--- src/rtl/lockmon_pkg.sv ---
package lockmon_pkg;

   // Pairing state of the phase meter
   typedef enum logic [1:0] {
      PM_IDLE     = 2'd0,
      PM_WAIT_FB  = 2'd1,
      PM_WAIT_REF = 2'd2
   } pm_state_t;

endpackage

--- src/rtl/phase_meter.sv ---
module phase_meter
   import lockmon_pkg::*;
#(
   parameter int CW = 12
) (
   input  logic          clk_i,
   input  logic          rst_ni,
   input  logic          ref_i,
   input  logic          fb_i,
   output logic          res_vld_o,
   output logic          res_miss_o,
   output logic          res_lead_o,
   output logic [CW-1:0] res_mag_o
);

   localparam logic [CW-1:0] CNT_MAX = {CW{1'b1}};
   localparam logic [CW-1:0] CNT_ONE = CW'(1);

   pm_state_t     st_q, st_d;
   logic [CW-1:0] cnt_q, cnt_d;
   logic [CW-1:0] cnt_inc;

   assign cnt_inc = (cnt_q == CNT_MAX) ? cnt_q : cnt_q + CNT_ONE;

   always_comb begin
      st_d       = st_q;
      cnt_d      = cnt_q;
      res_vld_o  = 1'b0;
      res_miss_o = 1'b0;
      res_lead_o = 1'b0;
      res_mag_o  = '0;
      unique case (st_q)
         PM_IDLE: begin
            if (ref_i && fb_i) begin
               res_vld_o = 1'b1;
            end else if (ref_i) begin
               st_d  = PM_WAIT_FB;
               cnt_d = CNT_ONE;
            end else if (fb_i) begin
               st_d  = PM_WAIT_REF;
               cnt_d = CNT_ONE;
            end
         end
         PM_WAIT_FB: begin
            if (fb_i) begin
               res_vld_o = 1'b1;
               res_mag_o = cnt_q;
               st_d      = ref_i ? PM_WAIT_FB : PM_IDLE;
               cnt_d     = CNT_ONE;
            end else if (ref_i) begin
               res_vld_o  = 1'b1;
               res_miss_o = 1'b1;
               cnt_d      = CNT_ONE;
            end else begin
               cnt_d = cnt_inc;
            end
         end
         PM_WAIT_REF: begin
            if (ref_i) begin
               res_vld_o  = 1'b1;
               res_lead_o = 1'b1;
               res_mag_o  = cnt_q;
               st_d       = fb_i ? PM_WAIT_REF : PM_IDLE;
               cnt_d      = CNT_ONE;
            end else if (fb_i) begin
               res_vld_o  = 1'b1;
               res_miss_o = 1'b1;
               cnt_d      = CNT_ONE;
            end else begin
               cnt_d = cnt_inc;
            end
         end
         default: begin
            st_d  = PM_IDLE;
            cnt_d = '0;
         end
      endcase
   end

   always_ff @(posedge clk_i or negedge rst_ni) begin
      if (!rst_ni) begin
         st_q  <= PM_IDLE;
         cnt_q <= '0;
      end else begin
         st_q  <= st_d;
         cnt_q <= cnt_d;
      end
   end

endmodule

--- src/rtl/err_grader.sv ---
module err_grader #(
   parameter int CW         = 12,
   parameter int NWIN       = 3,
   parameter bit MISS_FORCE = 1'b1
) (
   input  logic             clk_i,
   input  logic             rst_ni,
   input  logic             vld_i,
   input  logic             miss_i,
   input  logic             lead_i,
   input  logic [CW-1:0]    mag_i,
   input  logic [NWIN*CW-1:0] thr_i,
   input  logic [CW-1:0]    tol_i,
   output logic             bad_o,
   output logic [NWIN-1:0]  code_o,
   output logic             lead_o
);

   localparam int TOP = NWIN - 1;

   logic [NWIN-1:0] over_win;
   logic [NWIN-1:0] code_q;
   logic            lead_q;

   for (genvar i = 0; i < NWIN; i++) begin : g_win
      assign over_win[i] = mag_i > thr_i[i*CW +: CW];
   end

   assign bad_o = vld_i && (miss_i || (mag_i > tol_i) || over_win[TOP]);

   if (MISS_FORCE) begin : g_miss_full
      always_ff @(posedge clk_i or negedge rst_ni) begin
         if (!rst_ni)
            code_q <= '0;
         else if (vld_i)
            code_q <= miss_i ? {NWIN{1'b1}} : over_win;
      end
   end else begin : g_miss_hold
      always_ff @(posedge clk_i or negedge rst_ni) begin
         if (!rst_ni)
            code_q <= '0;
         else if (vld_i && !miss_i)
            code_q <= over_win;
      end
   end

   always_ff @(posedge clk_i or negedge rst_ni) begin
      if (!rst_ni)
         lead_q <= 1'b0;
      else if (vld_i && !miss_i)
         lead_q <= lead_i;
   end

   assign code_o = code_q;
   assign lead_o = lead_q;

endmodule

--- src/rtl/lock_flags.sv ---
module lock_flags (
   input  logic clk_i,
   input  logic rst_ni,
   input  logic clr_i,
   input  logic ref_i,
   input  logic bad_i,
   output logic unlock_o,
   output logic valid_o
);

   logic unlock_q, valid_q, armed_q;

   always_ff @(posedge clk_i or negedge rst_ni) begin
      if (!rst_ni) begin
         unlock_q <= 1'b0;
         valid_q  <= 1'b0;
         armed_q  <= 1'b0;
      end else if (clr_i) begin
         unlock_q <= 1'b0;
         valid_q  <= 1'b0;
         armed_q  <= 1'b0;
      end else begin
         if (bad_i)
            unlock_q <= 1'b1;
         if (ref_i) begin
            armed_q <= 1'b1;
            if (armed_q)
               valid_q <= 1'b1;
         end
      end
   end

   assign unlock_o = unlock_q;
   assign valid_o  = valid_q;

endmodule

--- src/rtl/pll_lock_monitor.sv ---
module pll_lock_monitor #(
   parameter int CW         = 12,
   parameter int NWIN       = 3,
   parameter bit MISS_FORCE = 1'b1
) (
   input  logic               clk_i,
   input  logic               rst_ni,
   input  logic               ref_pulse_i,
   input  logic               fb_pulse_i,
   input  logic               clr_pulse_i,
   input  logic [NWIN*CW-1:0] win_thr_i,
   input  logic [CW-1:0]      unlock_tol_i,
   output logic               unlock_o,
   output logic               lock_valid_o,
   output logic [NWIN-1:0]    phase_code_o,
   output logic               fb_lead_o
);

   if (CW < 2) begin : g_bad_cw
      $error("pll_lock_monitor: CW must be at least 2");
   end
   if (NWIN < 1) begin : g_bad_nwin
      $error("pll_lock_monitor: NWIN must be at least 1");
   end

   logic          res_vld, res_miss, res_lead, bad;
   logic [CW-1:0] res_mag;

   phase_meter #(.CW(CW)) u_meter (
      .clk_i      (clk_i),
      .rst_ni     (rst_ni),
      .ref_i      (ref_pulse_i),
      .fb_i       (fb_pulse_i),
      .res_vld_o  (res_vld),
      .res_miss_o (res_miss),
      .res_lead_o (res_lead),
      .res_mag_o  (res_mag)
   );

   err_grader #(.CW(CW), .NWIN(NWIN), .MISS_FORCE(MISS_FORCE)) u_grade (
      .clk_i  (clk_i),
      .rst_ni (rst_ni),
      .vld_i  (res_vld),
      .miss_i (res_miss),
      .lead_i (res_lead),
      .mag_i  (res_mag),
      .thr_i  (win_thr_i),
      .tol_i  (unlock_tol_i),
      .bad_o  (bad),
      .code_o (phase_code_o),
      .lead_o (fb_lead_o)
   );

   lock_flags u_flags (
      .clk_i    (clk_i),
      .rst_ni   (rst_ni),
      .clr_i    (clr_pulse_i),
      .ref_i    (ref_pulse_i),
      .bad_i    (bad),
      .unlock_o (unlock_o),
      .valid_o  (lock_valid_o)
   );

endmodule

--- config.mk ---
export PLATFORM = sky130hd
export DESIGN_NAME = pll_lock_monitor
export DESIGN_NICKNAME = d
export VERILOG_FILES = /design/src/rtl/lockmon_pkg.sv /design/src/rtl/phase_meter.sv /design/src/rtl/err_grader.sv /design/src/rtl/lock_flags.sv /design/src/rtl/pll_lock_monitor.sv
export SDC_FILE = /design/constraint.sdc
export NUM_CORES = 1
export LEC_CHECK = 0
export ABC_AREA = 1
export BUFFER_PORTS_ARGS = -buffer_cell sky130_fd_sc_hd__buf_2
export CAP_MARGIN = 20
export CORE_MARGIN = 10
export CORE_UTILIZATION = 50
export CTS_CLUSTER_DIAMETER = 40
export DETAILED_ROUTE_END_ITERATION = 10
export GPL_ROUTABILITY_DRIVEN = 0
export PLACE_DENSITY = 0.75
export SYNTH_ARGS = -nofsm -noshare
export SYNTH_HDL_FRONTEND = slang
export SYNTH_SLANG_ARGS = --single-unit
export TNS_END_PERCENT = 100
--- constraint.sdc ---
create_clock -name clk_i -period 2.6 [get_ports clk_i]
set_input_delay 0.52 -clock clk_i [delete_from_list [all_inputs] [get_ports clk_i]]
set_output_delay 0.52 -clock clk_i [all_outputs]
set_load 0.02 [all_outputs]
Word level (Yosys, flattened, before mapping):

Index checks and enable logic that the tools add are counted.

* input port bits: 53
* output and inout port bits: 6
* word-level logic and storage cells: 70
* flip-flop bits (word level): 21

* add/sub/neg operators: 1
* equality and inequality tests: 7
* $lt $le $gt $ge: 4
* reduce and logical (&&, ||, !) cells: 13
* mux-type cells: 38

Operators with widths (number)
* $mux 12: 10
* $gt 12x12->1: 4
* $pmux 12 s3: 1
* $pmux 12 s2: 1
* $mux 1: 16
* $add 12x1->12 const B: 1
* $eq 12x12->1 const B: 1
* $mux 2: 6
* $ne 2x2->1 const B: 3
* $pmux 2 s3: 1
* $reduce_bool 2->1: 3
* $reduce_and 2->1: 2
* $reduce_and 4->1: 1
* $logic_and 1x1->1: 3
* $mux 3: 1
* $ne 3x3->1 const B: 1
* $pmux 1 s3: 1
* $eq 2x1->1 const B: 1
* $eq 2x2->1 const B: 1
* $logic_not 2->1: 1
* $logic_or 1x1->1: 2
* $pmux 1 s2: 1
* $logic_not 1->1: 1

Depth between registers and ports, before layout:

Gate-level depths: netlist (run 1).

* depth after elaboration: 8
* mapped depth: 19

Hierarchy:

A second synthesis (run 1) with hierarchy kept.

* cell total of the unflattened synthesis: 389
* area total of the unflattened synthesis: 2700.1 µm²

Modules (own cells, without submodules)
* err_grader: area each 1460.2 µm², cells an instance 221, seq. area each 100.1 µm², instances 1
* phase_meter: area each 1133.6 µm², cells an instance 158, seq. area each 350.3 µm², instances 1
* lock_flags: area each 106.4 µm², cells an instance 10, seq. area each 75.1 µm², instances 1

Least setup slack after synthesis (run 1):

OpenSTA, ideal clock, no wires.

* path kind: reg-to-reg
* start point: reg u_meter.st_q[0]
* end point: reg u_flags.unlock_q, in the netlist u_flags.unlock_o
* library setup time: 0.117 ns
* required time: 2.483 ns
* data arrival time: 2.413 ns
* stages on the path, launching flop included: 20
* path slack: 0.070 ns
* path through: dfrtp_1 -> inv_1 -> ha_1 -> nand2_4 -> nand2_4 -> inv_1 -> nor2_1 -> clkinv_1 -> nor2_1 -> ha_1 -> a21oi_1 -> nor2_1 -> a211oi_1 -> nand2_1 -> inv_1 -> nand2_1 -> nand2_1 -> nand3_1 -> nand2_1 -> a21oi_2

* word-level cells in the longest chain between the ends: 7
* elaborated cells between the ends (all ways): 12
* those cells by class: order compare: 2; eq/ne: 2; mux: 3; reduce/logical: 5

RTL lines
* start, declared: RTL line phase_meter.sv:19 `pm_state_t st_q, st_d;`
* start signal, assigned: RTL line phase_meter.sv:85 `st_q <= st_d;`
* $eq 2x2->1 / $eq 2x1->1 (equally long branches): RTL line phase_meter.sv:32 `unique case (st_q)`
* $pmux 12 s2: RTL line phase_meter.sv:32
* $gt 12x12->1: RTL line err_grader.sv:29 `assign bad_o = vld_i && (miss_i || (mag_i > tol_i) || over_win[TOP]);`
* $logic_or 1x1->1 (2 in series): RTL line err_grader.sv:29
* $logic_and 1x1->1 (*): RTL line err_grader.sv:29
* $reduce_bool 2->1 (no line) (*)
* end signal, assigned: RTL line lock_flags.sv:15 `unlock_q <= 1'b0;`
* end signal, assigned: RTL line lock_flags.sv:19 `unlock_q <= 1'b0;`
* end signal, assigned: RTL line lock_flags.sv:24 `unlock_q <= 1'b1;`
* end, declared: RTL line lock_flags.sv:11 `logic unlock_q, valid_q, armed_q;`

Mark *: on every way between the ends. The rest lies on a longest branch, timed or not.
A chain may end at the register's enable or synchronous reset.

Worst setup path in the final report (run 1):

* start point: reg u_meter.st_q[1]
* end point: reg u_grade.code_q[1], in the netlist u_grade.code_o[1]

* word-level cells in the longest chain between the ends: 4
* elaborated cells between the ends (all ways): 8
* those cells by class: order compare: 1; eq/ne: 2; mux: 4; reduce/logical: 1

RTL lines
* $eq 2x2->1 / $eq 2x1->1 (equally long branches): RTL line phase_meter.sv:32
* $pmux 12 s2: RTL line phase_meter.sv:32
* $gt 12x12->1: RTL line err_grader.sv:26 `assign over_win[i] = mag_i > thr_i[i*CW +: CW];`
* $mux 3: RTL line err_grader.sv:36 `code_q <= miss_i ? {NWIN{1'b1}} : over_win;`
* end signal, assigned: RTL line err_grader.sv:36
* end, declared: RTL line err_grader.sv:22 `logic [NWIN-1:0] code_q;`

Parallel ways exist; a longest one is shown, timed or not.

==> flow_results.org, run 1 <==
** Routing
- In the routed layout, each cell is associated on average with a via count of 5.05.
- Detailed-route wire length :: 7290 µm
- After the first detailed-routing iteration, the DRC count stood at 160.
- The pre-antenna-repair detailed-routing pass consisted of 5 iterations.
- After detailed routing, the number of remaining DRC violations is 0.
- Dividing the detail-routed wire length by the instance count gives 13.9 µm.
- The detailed router placed 2656 vias in this run.
- In this run the remaining antenna-violating nets after routing total 0.

** STA
- The final number of max-transition violations is 0.
- The number of hold violations in the final report is 0.
- Final setup violation count :: 0
- The final critical path takes up a little over nine tenths of the cycle.
- Setup repair after global routing could not meet its margin everywhere.
- In this run the tightest slew margin relative to its limit is 67.4%.
- Across the routed clock network, the largest skew measured is 5.03 ps.
- Final hold analysis gives a worst-case slack of 205 ps.
- Crit path time final :: 2550 ps
- After layout, the worst setup slack is 52.2 ps.
- Actual transition at the worst max-transition pin :: 489 ps
- Highest clock rate :: between 300 and 400 MHz

** Yosys
- For this run, the number of Yosys warnings is 0.
- Summed over its instances, the top area cell type makes up 23.8% of the synthesized netlist area.
- After technology mapping, the gate count stands at 373.
- In this run, distinct cell masters in the synthesized netlist total 35.
- Synth Net Count :: 475
- By area the synthesized netlist is led by sky130_fd_sc_hd__ha_1, sky130_fd_sc_hd__dfrtp_1, sky130_fd_sc_hd__inv_1.
- Mean Syn Cell Area :: 6.89 µm²
- Total of flip-flops plus latches after synthesis :: 21
- Synthesized area :: 2570 µm²
- Seq/Total Area, Yosys :: 20.4%
- Leading area contributor after synthesis :: sky130_fd_sc_hd__ha_1

** Floorplanning
- Pin placement for this block handled 59 I/O pins.
- The die covers 8410 µm².
- Once the floorplan was initialized, standard cells occupied between 50% and 60% of the core.
- The die is 91.7 µm tall.
- The die is approximately 90 µm wide.
- Floorplan row count :: 26
- Floorplan core area :: 5040 µm²

** Pwr
- Dividing total power by cell area gives a power density of about 480 nW/µm².
- Lkg Pwr :: between 1.5 and 2 nW
- Largest voltage drop on the vdd net :: 0.589 mV
- The internal portion of the total power is 0.875 mW.
- Summed over all nets, the switching power comes to between 0.7 and 0.8 mW.
- Flop pwr share :: 28.6%
- Per report_power, the clock group accounts for 14.1% of the total.
- Sw Ratio :: between 40% and 50%
- Combinational logic burns 57.3% of the power.

** Critical path
- The number of cells on the worst reg-to-reg path is 17.
- Data on the critical path arrives at its endpoint at 2690 ps.
- The worst setup path is launched from a flip-flop.
- The worst setup path is of the flip-flop to flip-flop kind.
- The worst setup path is captured at a flip-flop.
- Worst r2r src :: u_meter.st_q[1]
- Crit path max fanout :: 5
- Required time of the critical path :: around 2700 ps
- The endpoint identified for the worst register-to-register timing path is u_grade.code_o[1].
- Setup slack on the worst reg-to-reg path comes out at 50 ps.

** Clocking
- Source-to-sink clock delay at the later pin of the worst-skew pair :: 270 ps
- Hold buffers post-CTS :: 0
- CTS tree :: built
- Depth of the CTS H-tree :: 1
- The cell sitting at the root of the clock tree is a sky130_fd_sc_hd__clkbuf_8.
- Clock-pin slew was measured on the worst setup and hold paths at 80 ps.
- The longest clock path from root to sink contains 2 buffers.
- CTS sink count :: 21
- TritonCTS created 3 clock buffers.

** Placed design
- Dpl hpwl :: just under 6000 µm
- Prior to clock tree synthesis, the placed netlist has a worst setup slack of -273 ps.
- The count of buffers added on input and output ports is 58.
- Number of placed instances with taps included :: 520

** Finish
- The post-route netlist has between 20% and 30% of its cells at a drive strength greater than 1.
- After filler insertion, the fill cell instance count of the layout stands at 464.
- NumNets Final :: between 500 and 600
- Final Non-Filler Cells :: about 530
- FF/Latch Area :: 526 µm²
- Most common cell after layout, fill and taps aside :: sky130_fd_sc_hd__inv_1
- The area growth from synthesis to layout is 28.1%.
- The number of antenna diodes in the final layout is 0.
- In the layout the commonest cells are sky130_fd_sc_hd__inv_1, sky130_fd_sc_hd__buf_2, sky130_fd_sc_hd__nand2_1, sky130_fd_sc_hd__ha_1, sky130_fd_sc_hd__nor2_1.
- Multi-input gate area in the final layout :: between 1500 and 2000 µm²

** Global routing
- The initial antenna violation count came to 0.
- Global routing used between 10% and 20% of the available tracks across all layers.
- The total overflow left after global routing is 0.
- Largest net degree at the start of global routing :: 22
- Via count of the first global-routing pass :: between 2000 and 3000
- The first global-routing pass estimated 11800 µm of wire.

** Min path
- The min-delay analysis places its worst path in the category input port to asynchronous set/reset pin.

** Outcome
- Result of the run :: finished, final reports clean

** Job
- Max-cap violations in this run came to 0.
==> cells by family after synthesis <==
family	count (synthesis)	synth area share (%)
adders and majority gates	49	23.8
buffers and inverters	88	13.3
DFF	21	20.4
and+or+nand+nor	140	25.0
xor gates and xnor gates	1	0.341
AOI/OAI and AO/OA	74	17.1
==> power by group through the flow <==
stage                     Sequential [mW]  Clock [mW]  Combinational (mW)
after global placement              0.455           0               0.765
after CTS                           0.452       0.229               0.814
after floorplan                     0.486           0               0.460
after global routing                0.462       0.244                1.02
after detailed placement            0.455           0               0.788
final                               0.457       0.225               0.914
==> worst max-delay path, stage by stage, from the launching register on <==
cell and delay [ps]:
sky130_fd_sc_hd__dfrtp_1 410, sky130_fd_sc_hd__inv_2 130, sky130_fd_sc_hd__ha_4 170, sky130_fd_sc_hd__nand2_4 50
sky130_fd_sc_hd__nand2_4 50, sky130_fd_sc_hd__inv_2 40, sky130_fd_sc_hd__nor2_4 160, sky130_fd_sc_hd__inv_4 70
sky130_fd_sc_hd__nor2_1 100, sky130_fd_sc_hd__buf_4 150, sky130_fd_sc_hd__buf_6 100, sky130_fd_sc_hd__ha_4 190
sky130_fd_sc_hd__a21oi_2 100, sky130_fd_sc_hd__nor2_1 60, sky130_fd_sc_hd__a211oi_2 220, sky130_fd_sc_hd__nand2_1 100
sky130_fd_sc_hd__o21ai_2 230, sky130_fd_sc_hd__a21oi_2 80
==> synthesized netlist by cell type, drive strengths merged <==
cell type	n
o21bai	5
nand2	54
nand3	22
dfrtp	21
o21a	2
nor3	7
nand4	8
a21o	1
o21ai	23
a211oi	3
xor2	1
o211ai	2
inv	85
nor2	46
or2	3
o22ai	5
o32ai	1
a21oi	29
a31oi	2
clkinv	1
o2bb2ai	1
buf	2
ha	49
==> flip-flops by register name, indices dropped and copies added, names as in the netlist <==
register	flops
u_flags.valid_o	1
u_grade.code_o	3
u_flags.armed_q	1
u_grade.lead_o	1
u_flags.unlock_o	1
u_meter.cnt_q	12
u_meter.st_q	2
==> final cells by class <==
cell class | instances | share of cell area (%)
Timing Repair inverter | 1 | 0.114
Multi-Input combinational cell | 264 | 56.1
Tap cell | 70 | 2.66
Clock buffer | 4 | 1.37
Sequential cell | 21 | 16.0
Timing Repair Buffer | 80 | 13.9
Inverter | 86 | 9.88
==> per-layer routing <==
layer / vias up / wire (µm) / track usage, %
li1: 1390 / - / -
met1: 1193 / 3390 / 20.7
met2: 69 / 3480 / 27.7
met3: 4 / 377 / 3.59
met4: 0 / 39 / 3.08
met5: - / 0 / 0
==> how the worst max path moves through the flow <==
stage | cells after the start | start | slack (ps) | end
finish | 17 | u_meter.st_q[1] | 50 | u_grade.code_o[1]
global route | 18 | u_meter.st_q[1] | -80 | u_grade.code_o[1]
CTS | 17 | u_meter.st_q[1] | 10 | u_grade.code_o[1]
detailed placement | 17 | u_meter.st_q[1] | -270 | u_grade.code_o[1]
global placement | 17 | u_meter.st_q[1] | -270 | u_grade.code_o[1]
floorplan | 19 | u_meter.st_q[0] | 70 | u_flags.unlock_o
==> stage by stage <==
| stage | util, % | TNS, ps | power (mW) | instance area, µm² |
|---|---|---|---|---|
| after global placement | 61.2 | -341 | 1.22 | 3090 |
| after CTS | 62.6 | 0 | 1.49 | 3160 |
| after detailed placement | 61.2 | -465 | 1.24 | 3090 |
| after floorplan | - | 0 | 0.946 | 2570 |
| final | 65.3 | 0 | 1.60 | 3290 |
| after global routing | 65.3 | -148 | 1.73 | 3290 |
==> timing repair <==
| item | in CTS | in global routing |
|---|---|---|
| cloned | 1 | 0 |
| pin swaps | 0 | 14 |
| setup buffers | 0 | 2 |
| endpoints found under the setup margin | 4 | 4 |
| gates resized for setup | 6 | 28 |
| hold endpoints to repair | 0 | 0 |
(Power assumes the default switching activity.)
==> run 2, diff against run 1 <==
--- a/config.mk
+++ b/config.mk
@@ -8,12 +8,14 @@
 export ABC_AREA = 1
 export BUFFER_PORTS_ARGS = -buffer_cell sky130_fd_sc_hd__buf_2
 export CAP_MARGIN = 20
+export CELL_PAD_IN_SITES_DETAIL_PLACEMENT = 0
+export CELL_PAD_IN_SITES_GLOBAL_PLACEMENT = 2
 export CORE_MARGIN = 10
-export CORE_UTILIZATION = 50
+export CORE_UTILIZATION = 27
 export CTS_CLUSTER_DIAMETER = 40
 export DETAILED_ROUTE_END_ITERATION = 10
 export GPL_ROUTABILITY_DRIVEN = 0
-export PLACE_DENSITY = 0.75
+export PLACE_DENSITY = 0.74
 export SYNTH_ARGS = -nofsm -noshare
 export SYNTH_HDL_FRONTEND = slang
 export SYNTH_SLANG_ARGS = --single-unit
==> run 2 against run 1 <==
Net effect: via count shrank 0.79%; cell count grew 11%; global-route usage shrank 4.8 points; highest routed layer unchanged; critical endpoint is now u_flags.unlock_o; clock skew grew 3.5 ps.
==> flow_results.org, run 2 (same netlist as run 1, synthesis figures left out) <==
** Critical path
- Category of the worst setup path launch point :: flip-flop
- Category of cells accounting for the largest share of critical-path delay :: simple AND/OR/NAND/NOR gates
- Required time of the critical path :: 2810 ps (+70 ps)
- Walking the worst path, the cells encountered are buf_4 > ha_4 > nand2_4 > nand2_4 > inv_2 > nor2_4 > inv_2 > buf_2 > nor2_4 > buf_4 > ha_1 > nand2_1 > nor2_1 > nand3_1 > nand2_1 > inv_2 > nand2_1 > nand2_1 > nand3_2 > nand2_2 > a21oi_2.
- STA classifies the critical path endpoint as a flip-flop.
- Following the worst setup path forward leads to its endpoint at u_flags.unlock_o.
- The startpoint identified for the worst register-to-register timing path is u_meter.st_q[1].
- Crit path max fanout :: 5 (unchanged)
- The stage delay of the slowest cell on the critical path is 400 ps (about the same).
- Path depth of the worst reg2reg path :: 21 (+4)
- Crit Path Class :: flip-flop to flip-flop
- Register-to-Register Setup Slack :: 60 ps (about the same)
- Cell with the largest stage delay on the worst path :: sky130_fd_sc_hd__dfrtp_1
- Critical path buffer and inverter count :: 6 (+1)
- The data arrival at the endpoint of the critical path came to 2750 ps (+60 ps).
- End of the worst register-to-register path :: u_flags.unlock_o
- In this run the worst setup path begins at u_meter.st_q[1].
- Instance count on the critical path :: 21 (+4)
- The cell that appears most often on the critical path is sky130_fd_sc_hd__nand2_1.

** STA
- The share of the clock period used by the worst path after layout was 97.5% (-0.45 points).
- Highest clock rate :: 394 MHz (+0.47%)
- Worst Clk Skew :: 8.55 ps (+3.52 ps)
- The final number of setup-violating endpoints was 0 (unchanged).
- Crit path time final :: 2540 ps (-11.8 ps)
- The worst setup margin came to 64.0 ps (+11.8 ps).
- Setup repair after global routing could not meet its margin everywhere.
- Fin. Hold Viols :: 0 (unchanged)
- Remaining max-slew budget at the tightest pin :: 64.9% (-2.5 points)
- Worst slack on hold paths :: 217 ps (+11.5 ps)
- The worst-margin pin slew was 527 ps (+37.5 ps).
- The final number of max-transition violations is 0 (unchanged).

** Global routing
- The first-pass GRT wire length is 13400 µm (+14%).
- Initial antenna violation count :: 0 (unchanged)
- The via count of the first global-routing pass was 2783 (+5.2%).
- Largest net degree at the start of global routing :: 22 (unchanged)
- The global-route usage over all layers was 11.5% (-4.8 points).
- Overall overflow remaining after global route :: 0 (unchanged)

** Clocking
- Depth of the CTS H-tree :: 1 (unchanged)
- The number of buffers added by the clock tree synthesis step is 3 (unchanged).
- TritonCTS built the clock tree.
- CTS sink count :: 21 (unchanged)
- The tree is rooted in a sky130_fd_sc_hd__clkbuf_8.
- Clock buffer depth :: 2 (unchanged)
- Clock Pin Slew Worst Setup and Hold Paths :: 90 ps (about the same)
- Hold buffers post-CTS :: 0 (unchanged)
- Source-to-sink clock delay at the later pin of the worst-skew pair :: 270 ps (about the same)

** Pwr
- The combinational fraction of design power is 57.6% (+0.3 points).
- The leakage power was 1.88 nW (+0.58%).
- Total power divided by cell area :: 476 nW/µm² (-1.8%)
- The net switching power was 0.731 mW (+1.4%).
- The switching power share of the total came to 45.2% (about the same).
- The share of power burned in the clock network came to 14.4% (+0.3 points).
- The register share of total power is 28.0% (-0.6 points).
- Cell Int Power :: 0.886 mW (+1.3%)
- Largest voltage drop on the vdd net :: 0.441 mV (-25%)

** Floorplanning
- Die Ht :: 118 µm (+28%)
- Effective utilization at floorplan :: 27.8% (-23 points)
- The width of the die came to 118 µm (+28%).
- Die Outline Area :: 13800 µm² (+64%)
- Number of top-level design ports :: 59 (unchanged)
- The placement row count was 35 (+35%).
- Floorplan core area :: 9240 µm² (+83%)

** Routing
- Average detailed-routed wire length per instance :: 13.5 µm (-2.7%)
- The overall routed net length is 7910 µm (+8.4%).
- Antenna Violating Nets Remaining :: 0 (unchanged)
- The number of DRC markers after the initial detailed-route iteration came to 100 (-38%).
- The count of unresolved DRC violations after routing was 0 (unchanged).
- The routed via count is 2635 (-0.79%).
- Router iterations before antenna repair :: 4 (-1)
- The average via count per standard cell was 4.50 (-11%).

** Finish
- Leaving out fill and tap cells, the most frequent cell in the layout is sky130_fd_sc_hd__inv_1.
- From synthesis to final layout, the design area changed by 32.2%.
- Antenna Diode Count :: 0 (unchanged)
- The core occupancy in the finished layout was 36.8% (-29 points).
- Layout cell share with drive strength beyond 1 :: 30.0% (+1.5 points)
- The count of non-filler cells in the finished layout was 586 (+11%).
- Counting flops per register, the top entry is u_meter.cnt_q.
- The number of fill cells in the layout is 1010 (+120%).
- Number of flip-flops in the largest register :: 12 (unchanged)
- The top cell types in the final layout, fill and taps aside, are sky130_fd_sc_hd__inv_1, sky130_fd_sc_hd__buf_2, sky130_fd_sc_hd__nand2_1, sky130_fd_sc_hd__ha_1, sky130_fd_sc_hd__nor2_1.
- The final net count came to 560 (+0.18%).

** Placed design
- Dpl hpwl :: 6810 µm (+17%)
- Buffers on Ports :: 58 (unchanged)
- Number of placed instances with taps included :: 579 (+11%)
- The worst setup slack before clock tree synthesis was -325 ps (-52.0 ps).

** Min path
- The min-delay analysis places its worst path in the category input port to asynchronous set/reset pin.

** Outcome
- The flow ran to the end, and the final reports show no timing, DRC or antenna violations.

** Job
- Max-cap viol count :: 0 (unchanged)
run 2: power groups by stage:
stage | clock, mW | combinational (mW) | sequential [mW]
2_1_floorplan | 0 | 0.460 | 0.486
3_3_place_gp | 0 | 0.798 | 0.460
3_5_place_dp | 0 | 0.795 | 0.462
4_1_cts | 0.243 | 0.875 | 0.455
5_1_grt | 0.256 | 1.05 | 0.461
6_report | 0.232 | 0.931 | 0.453
run 2: worst reg2reg max path, stage by stage (launching register included):
cell and delay, ps:
sky130_fd_sc_hd__dfrtp_1 400, sky130_fd_sc_hd__buf_4 150, sky130_fd_sc_hd__ha_4 160, sky130_fd_sc_hd__nand2_4 70, sky130_fd_sc_hd__nand2_4 50, sky130_fd_sc_hd__inv_2 60
sky130_fd_sc_hd__nor2_4 40, sky130_fd_sc_hd__inv_2 60, sky130_fd_sc_hd__buf_2 220, sky130_fd_sc_hd__nor2_4 50, sky130_fd_sc_hd__buf_4 150, sky130_fd_sc_hd__ha_1 290
sky130_fd_sc_hd__nand2_1 60, sky130_fd_sc_hd__nor2_1 170, sky130_fd_sc_hd__nand3_1 100, sky130_fd_sc_hd__nand2_1 80, sky130_fd_sc_hd__inv_2 30, sky130_fd_sc_hd__nand2_1 50
sky130_fd_sc_hd__nand2_1 60, sky130_fd_sc_hd__nand3_2 70, sky130_fd_sc_hd__nand2_2 50, sky130_fd_sc_hd__a21oi_2 120
run 2: area by class of cell:
type                    count  area, µm²  area share [%]
clock buffers               3       41.3            1.22
well taps                 129        161            4.75
clock inverters             1       7.51           0.221
multi-input cells         264       1870            55.0
flip-flops and latches     21        526            15.5
repair buffers             82        472            13.9
inverters                  86        323            9.50
run 2: per-layer routing:
metal  up-vias  wire length (µm)  track usage, %
met5         -                 0               0
met3         4               223            1.87
met4         0                40            1.16
met1      1196              4000            15.1
met2        45              3640            19.8
li1       1390                 -               -
run 2: how the worst min path moves through the flow:
stage,from,endpoint,slack (ps),cells after the start
3_5_place_dp,u_grade.lead_o,u_grade.lead_o,480,1
6_report,rst_ni,u_meter.cnt_q[8],220,1
4_1_cts,rst_ni,u_meter.cnt_q[8],230,1
5_1_grt,rst_ni,u_meter.cnt_q[8],250,1
2_1_floorplan,rst_ni,u_flags.armed_q,220,0
3_3_place_gp,u_flags.armed_q,u_flags.armed_q,480,2
run 2: stage by stage:
stage               instance area (µm²)  setup TNS [ps]  power, mW
global placement                   3160            -416       1.26
floorplan                          2570               0      0.946
finish                             3400               0       1.62
detailed placement                 3160            -893       1.26
CTS                                3300               0       1.57
global route                       3400            -317       1.77
run 2: timing repair:
action,CTS,global route
gates resized for setup,14,28
cloned,0,1
endpoints found under the setup margin,4,4
setup buffers,2,2
pin swaps,2,14
==> run 3, diff against run 2 <==
--- a/config.mk
+++ b/config.mk
@@ -7,7 +7,7 @@
 export LEC_CHECK = 0
 export ABC_AREA = 1
 export BUFFER_PORTS_ARGS = -buffer_cell sky130_fd_sc_hd__buf_2
-export CAP_MARGIN = 20
+export CAP_MARGIN = 15
 export CELL_PAD_IN_SITES_DETAIL_PLACEMENT = 0
 export CELL_PAD_IN_SITES_GLOBAL_PLACEMENT = 2
 export CORE_MARGIN = 10
@@ -15,8 +15,10 @@
 export CTS_CLUSTER_DIAMETER = 40
 export DETAILED_ROUTE_END_ITERATION = 10
 export GPL_ROUTABILITY_DRIVEN = 0
-export PLACE_DENSITY = 0.74
+export PLACE_DENSITY = 0.73
+export SKIP_CTS_REPAIR_TIMING = 1
 export SYNTH_ARGS = -nofsm -noshare
 export SYNTH_HDL_FRONTEND = slang
+export SYNTH_HIERARCHICAL = 1
 export SYNTH_SLANG_ARGS = --single-unit
 export TNS_END_PERCENT = 100
==> run 3 against run 2 <==
Net effect: global-route usage down 0.38 points; synthesized area grew 5.0%; power is 11% higher; cell count up 5.1%; via count increased by 4.6%; die area grew 4.2%; largest power group unchanged.
==> flow_results.org, run 3 <==
** Outcome
- The flow ran to the end, and the final reports show no timing, DRC or antenna violations.

** Clocking
- The clock latency on the worst-skew pair is 270 ps (about the same).
- Root buffer selected by CTS :: sky130_fd_sc_hd__clkbuf_8
- Number of CTS-inserted buffers :: 3 (unchanged)
- The total number of clock tree sinks came to 21 (unchanged).
- The number of buffers between clock root and the deepest sink was 2 (unchanged).
- The total number of H-tree levels is 1 (unchanged).
- TritonCTS built the clock tree.
- Clock Pin Slew Worst Setup and Hold Paths :: 90 ps (about the same)

** Yosys
- Synth Net Count :: 495 (+4.2%)
- Commonest cells in the netlist :: sky130_fd_sc_hd__inv_1, sky130_fd_sc_hd__nand2_1, sky130_fd_sc_hd__ha_1
- Mean Syn Cell Area :: 6.94 µm² (+0.69%)
- sky130_fd_sc_hd__ha_1 takes more of the synthesized area than any other cell.
- The sequential element share of the synthesized area came to 19.5% (-0.98 points).
- The share of the synthesized area in the top cell type is 24.6% (+0.72 points).
- Most common cell in the netlist :: sky130_fd_sc_hd__inv_1
- The number of synthesized flops with an enable pin came to 0 (unchanged).
- Yosys cell types :: 32 (-8.6%)
- The number of synthesized register bits is 21 (unchanged).
- Main synth FF type :: sky130_fd_sc_hd__dfrtp_1
- Warning count from the yosys run :: 6 (+6)
- The async set-reset flop share out of synthesis was 100% (unchanged).
- Synthesized area :: 2700 µm² (+5.0%)
- Leading cell types by total area after synthesis :: sky130_fd_sc_hd__ha_1, sky130_fd_sc_hd__dfrtp_1, sky130_fd_sc_hd__inv_1
- Gate count after technology mapping :: 389 (+4.3%)

** Critical path
- STA classifies the critical path startpoint as a flip-flop.
- The setup slack on the worst flop-to-flop path came to 80 ps (about the same).
- Required time of the critical path :: 2770 ps (-40 ps)
- The endpoint identified for the worst register-to-register timing path is u_flags/unlock_o.
- The startpoint identified for the worst register-to-register timing path is u_meter/st_q[1].
- Crit path max fanout :: 7 (+2)
- STA classifies the critical path endpoint as a flip-flop.
- Path depth of the worst reg2reg path :: 17 (-19%)
- Crit Path Class :: flip-flop to flip-flop
- Data arrival, critical path :: 2690 ps (-60 ps)

** Job
- Max-cap viol count :: 0 (unchanged)

** Pwr
- The largest vdd supply drop was 0.274 mV (-38%).
- Total power draw :: 1.80 mW (+11%)
- The leakage power was 2.11 nW (+13%).
- Total power divided by cell area :: 482 nW/µm² (+1.2%)

** Floorplanning
- The floorplan die area is 14400 µm² (+4.2%).
- The die boundary height is 120 µm (+2.1%).
- The core footprint came to 9770 µm² (+5.8%).
- Number of top-level design ports :: 59 (unchanged)
- Floorplan row count :: 36 (+2.9%)
- The width of the die was 120 µm (+2.1%).
- The initial standard-cell utilization of the core was 27.6% (-0.20 points).

** Finish
- Most common cell after layout, fill and taps aside :: sky130_fd_sc_hd__inv_1
- The number of flip-flops under the largest register name is 12 (unchanged).
- The share of post-route cells with drive strength above 1 was 34.2% (+4.2 points).
- The final net count was 590 (+5.4%).
- Highest-count cells in the layout ignoring fill and taps :: sky130_fd_sc_hd__inv_1, sky130_fd_sc_hd__nand2_1, sky130_fd_sc_hd__buf_2, sky130_fd_sc_hd__ha_1, sky130_fd_sc_hd__buf_4
- The diode insertion count for antenna repair is 0 (unchanged).
- The final cell area excluding filler cells was 3730 µm² (+9.9%).
- Register with the most flip-flops :: u_meter/cnt_q
- Area added between synthesis and finish :: 38.3%

** Routing
- Detailed-route wire length :: 8250 µm (+4.4%)
- The routed via count was 2756 (+4.6%).
- Post-route DRC :: 0 (unchanged)
- The number of iterations in the first detailed-routing pass is 4 (unchanged).
- First DRT Iteration DRCs :: 89 (-11%)
- The post-detailed-route count of antenna-violating nets is 0 (unchanged).
- Via count normalized by instance count :: 4.47 (-0.50%)
- Average detailed-routed wire length per instance :: 13.4 µm (-0.69%)

** STA
- Actual transition at the worst max-transition pin :: 521 ps (-5.70 ps)
- Fin. max-slew vios :: 0 (unchanged)
- Crit path time final :: 2520 ps (-14.5 ps)
- Final period utilization :: 97.0% (-0.56 points)
- The highest clock frequency the design can meet was 397 MHz (+0.57%).
- Worst Clk Skew :: 7.24 ps (-1.31 ps)
- The number of hold violations in the final report was 0 (unchanged).
- The worst-case headroom to the max-slew limit was 65.3% (+0.38 points).
- Unrepaired setup endpoints after global routing :: yes
- The final number of setup-violating endpoints came to 0 (unchanged).

** Global routing
- Overall overflow remaining after global route :: 0 (unchanged)
- The largest net degree at the start of global routing is 22 (unchanged).
- Via count of the first global-routing pass :: 2759 (-0.86%)
- First-pass GRT wire length :: 13300 µm (-0.57%)
- Initial antenna violation count :: 0 (unchanged)
- The global-route usage over all layers came to 11.1% (-0.38 points).

** Placed design
- Placement-stage cell area :: 3340 µm² (+5.5%)
- Dpl hpwl :: 7020 µm (+3.1%)
- Buffers on Ports :: 58 (unchanged)

** Min path
- Class of the most critical hold timing path :: input port to asynchronous set/reset pin
-- run 3: metrics by stage --
stage	std cells	hold WS [ps]	worst slack (ps)	setup TNS, ps	util [%]
2_1_floorplan	389	224	139	0	-
3_3_place_gp	603	478	-80.2	-177	34.1
3_5_place_dp	603	487	-110	-312	34.1
4_1_cts	607	247	-141	-435	34.6
5_1_grt	616	260	-67.9	-125	38.2
6_report	616	218	78.5	0	38.2
-- run 3: power breakdown --
| part | internal (mW) | switching, mW |
|---|---|---|
| clock | 0.107 | 0.115 |
| sequential | 0.390 | 0.0513 |
| combinational | 0.449 | 0.686 |
-- run 3: layer usage --
metal / up-vias / track usage [%] / wire (µm)
met5: - / 0 / 0
met4: 0 / 2.26 / 69
met3: 4 / 1.50 / 226
met2: 36 / 20.0 / 4250
met1: 1278 / 13.7 / 3710
li1: 1438 / - / -
-- run 3: kinds of logic (layout without fill, tap and decap cells) --
group / Yosys count / in the layout / share of synthesized area, %
and+or+nand+nor: 166 / 166 / 31.3
buffers and inverters: 100 / 194 / 13.9
adders and majority gates: 53 / 53 / 24.6
AOI/OAI and AO/OA: 48 / 48 / 10.4
DFF: 21 / 21 / 19.5
muxes: 1 / 1 / 0.417
-- run 3: area by class of cell --
class	count	area, µm²
inverters	98	380
clock buffers	3	41.3
clock inverters	1	5.00
well taps	133	166
repair buffers	92	576
fillers	1068	6040
multi-input cells	268	2040
flip-flops and latches	21	526
-- run 3: critical path, stage by stage, from the launching register on --
cell                       delay, ps
sky130_fd_sc_hd__dfrtp_1         410
sky130_fd_sc_hd__inv_2           100
sky130_fd_sc_hd__ha_4            140
sky130_fd_sc_hd__inv_2            50
sky130_fd_sc_hd__o21ai_4         180
sky130_fd_sc_hd__clkinv_4        130
sky130_fd_sc_hd__buf_6           160
sky130_fd_sc_hd__nor3_4          170
sky130_fd_sc_hd__buf_6           140
sky130_fd_sc_hd__ha_1            240
sky130_fd_sc_hd__a21oi_1         160
sky130_fd_sc_hd__o21ai_0         130
sky130_fd_sc_hd__nand2_1          90
sky130_fd_sc_hd__nand3_2          60
sky130_fd_sc_hd__nand3_1          80
sky130_fd_sc_hd__nand2_1          60
sky130_fd_sc_hd__nor2_1           80
sky130_fd_sc_hd__nor2_1           40
-- run 3: worst max-delay path by stage --
stage                          startpoint  slack (ps)                end  cells after the start
after global routing      u_meter/st_q[1]         -70   u_flags/unlock_o                     21
after detailed placement  u_meter/st_q[1]        -110  u_grade/code_o[1]                     15
after floorplan           u_meter/st_q[1]         140   u_flags/unlock_o                     20
after CTS                 u_meter/st_q[1]        -140  u_grade/code_o[1]                     15
after global placement         fb_pulse_i         -80   u_flags/unlock_o                     17
final                     u_meter/st_q[1]          80   u_flags/unlock_o                     17
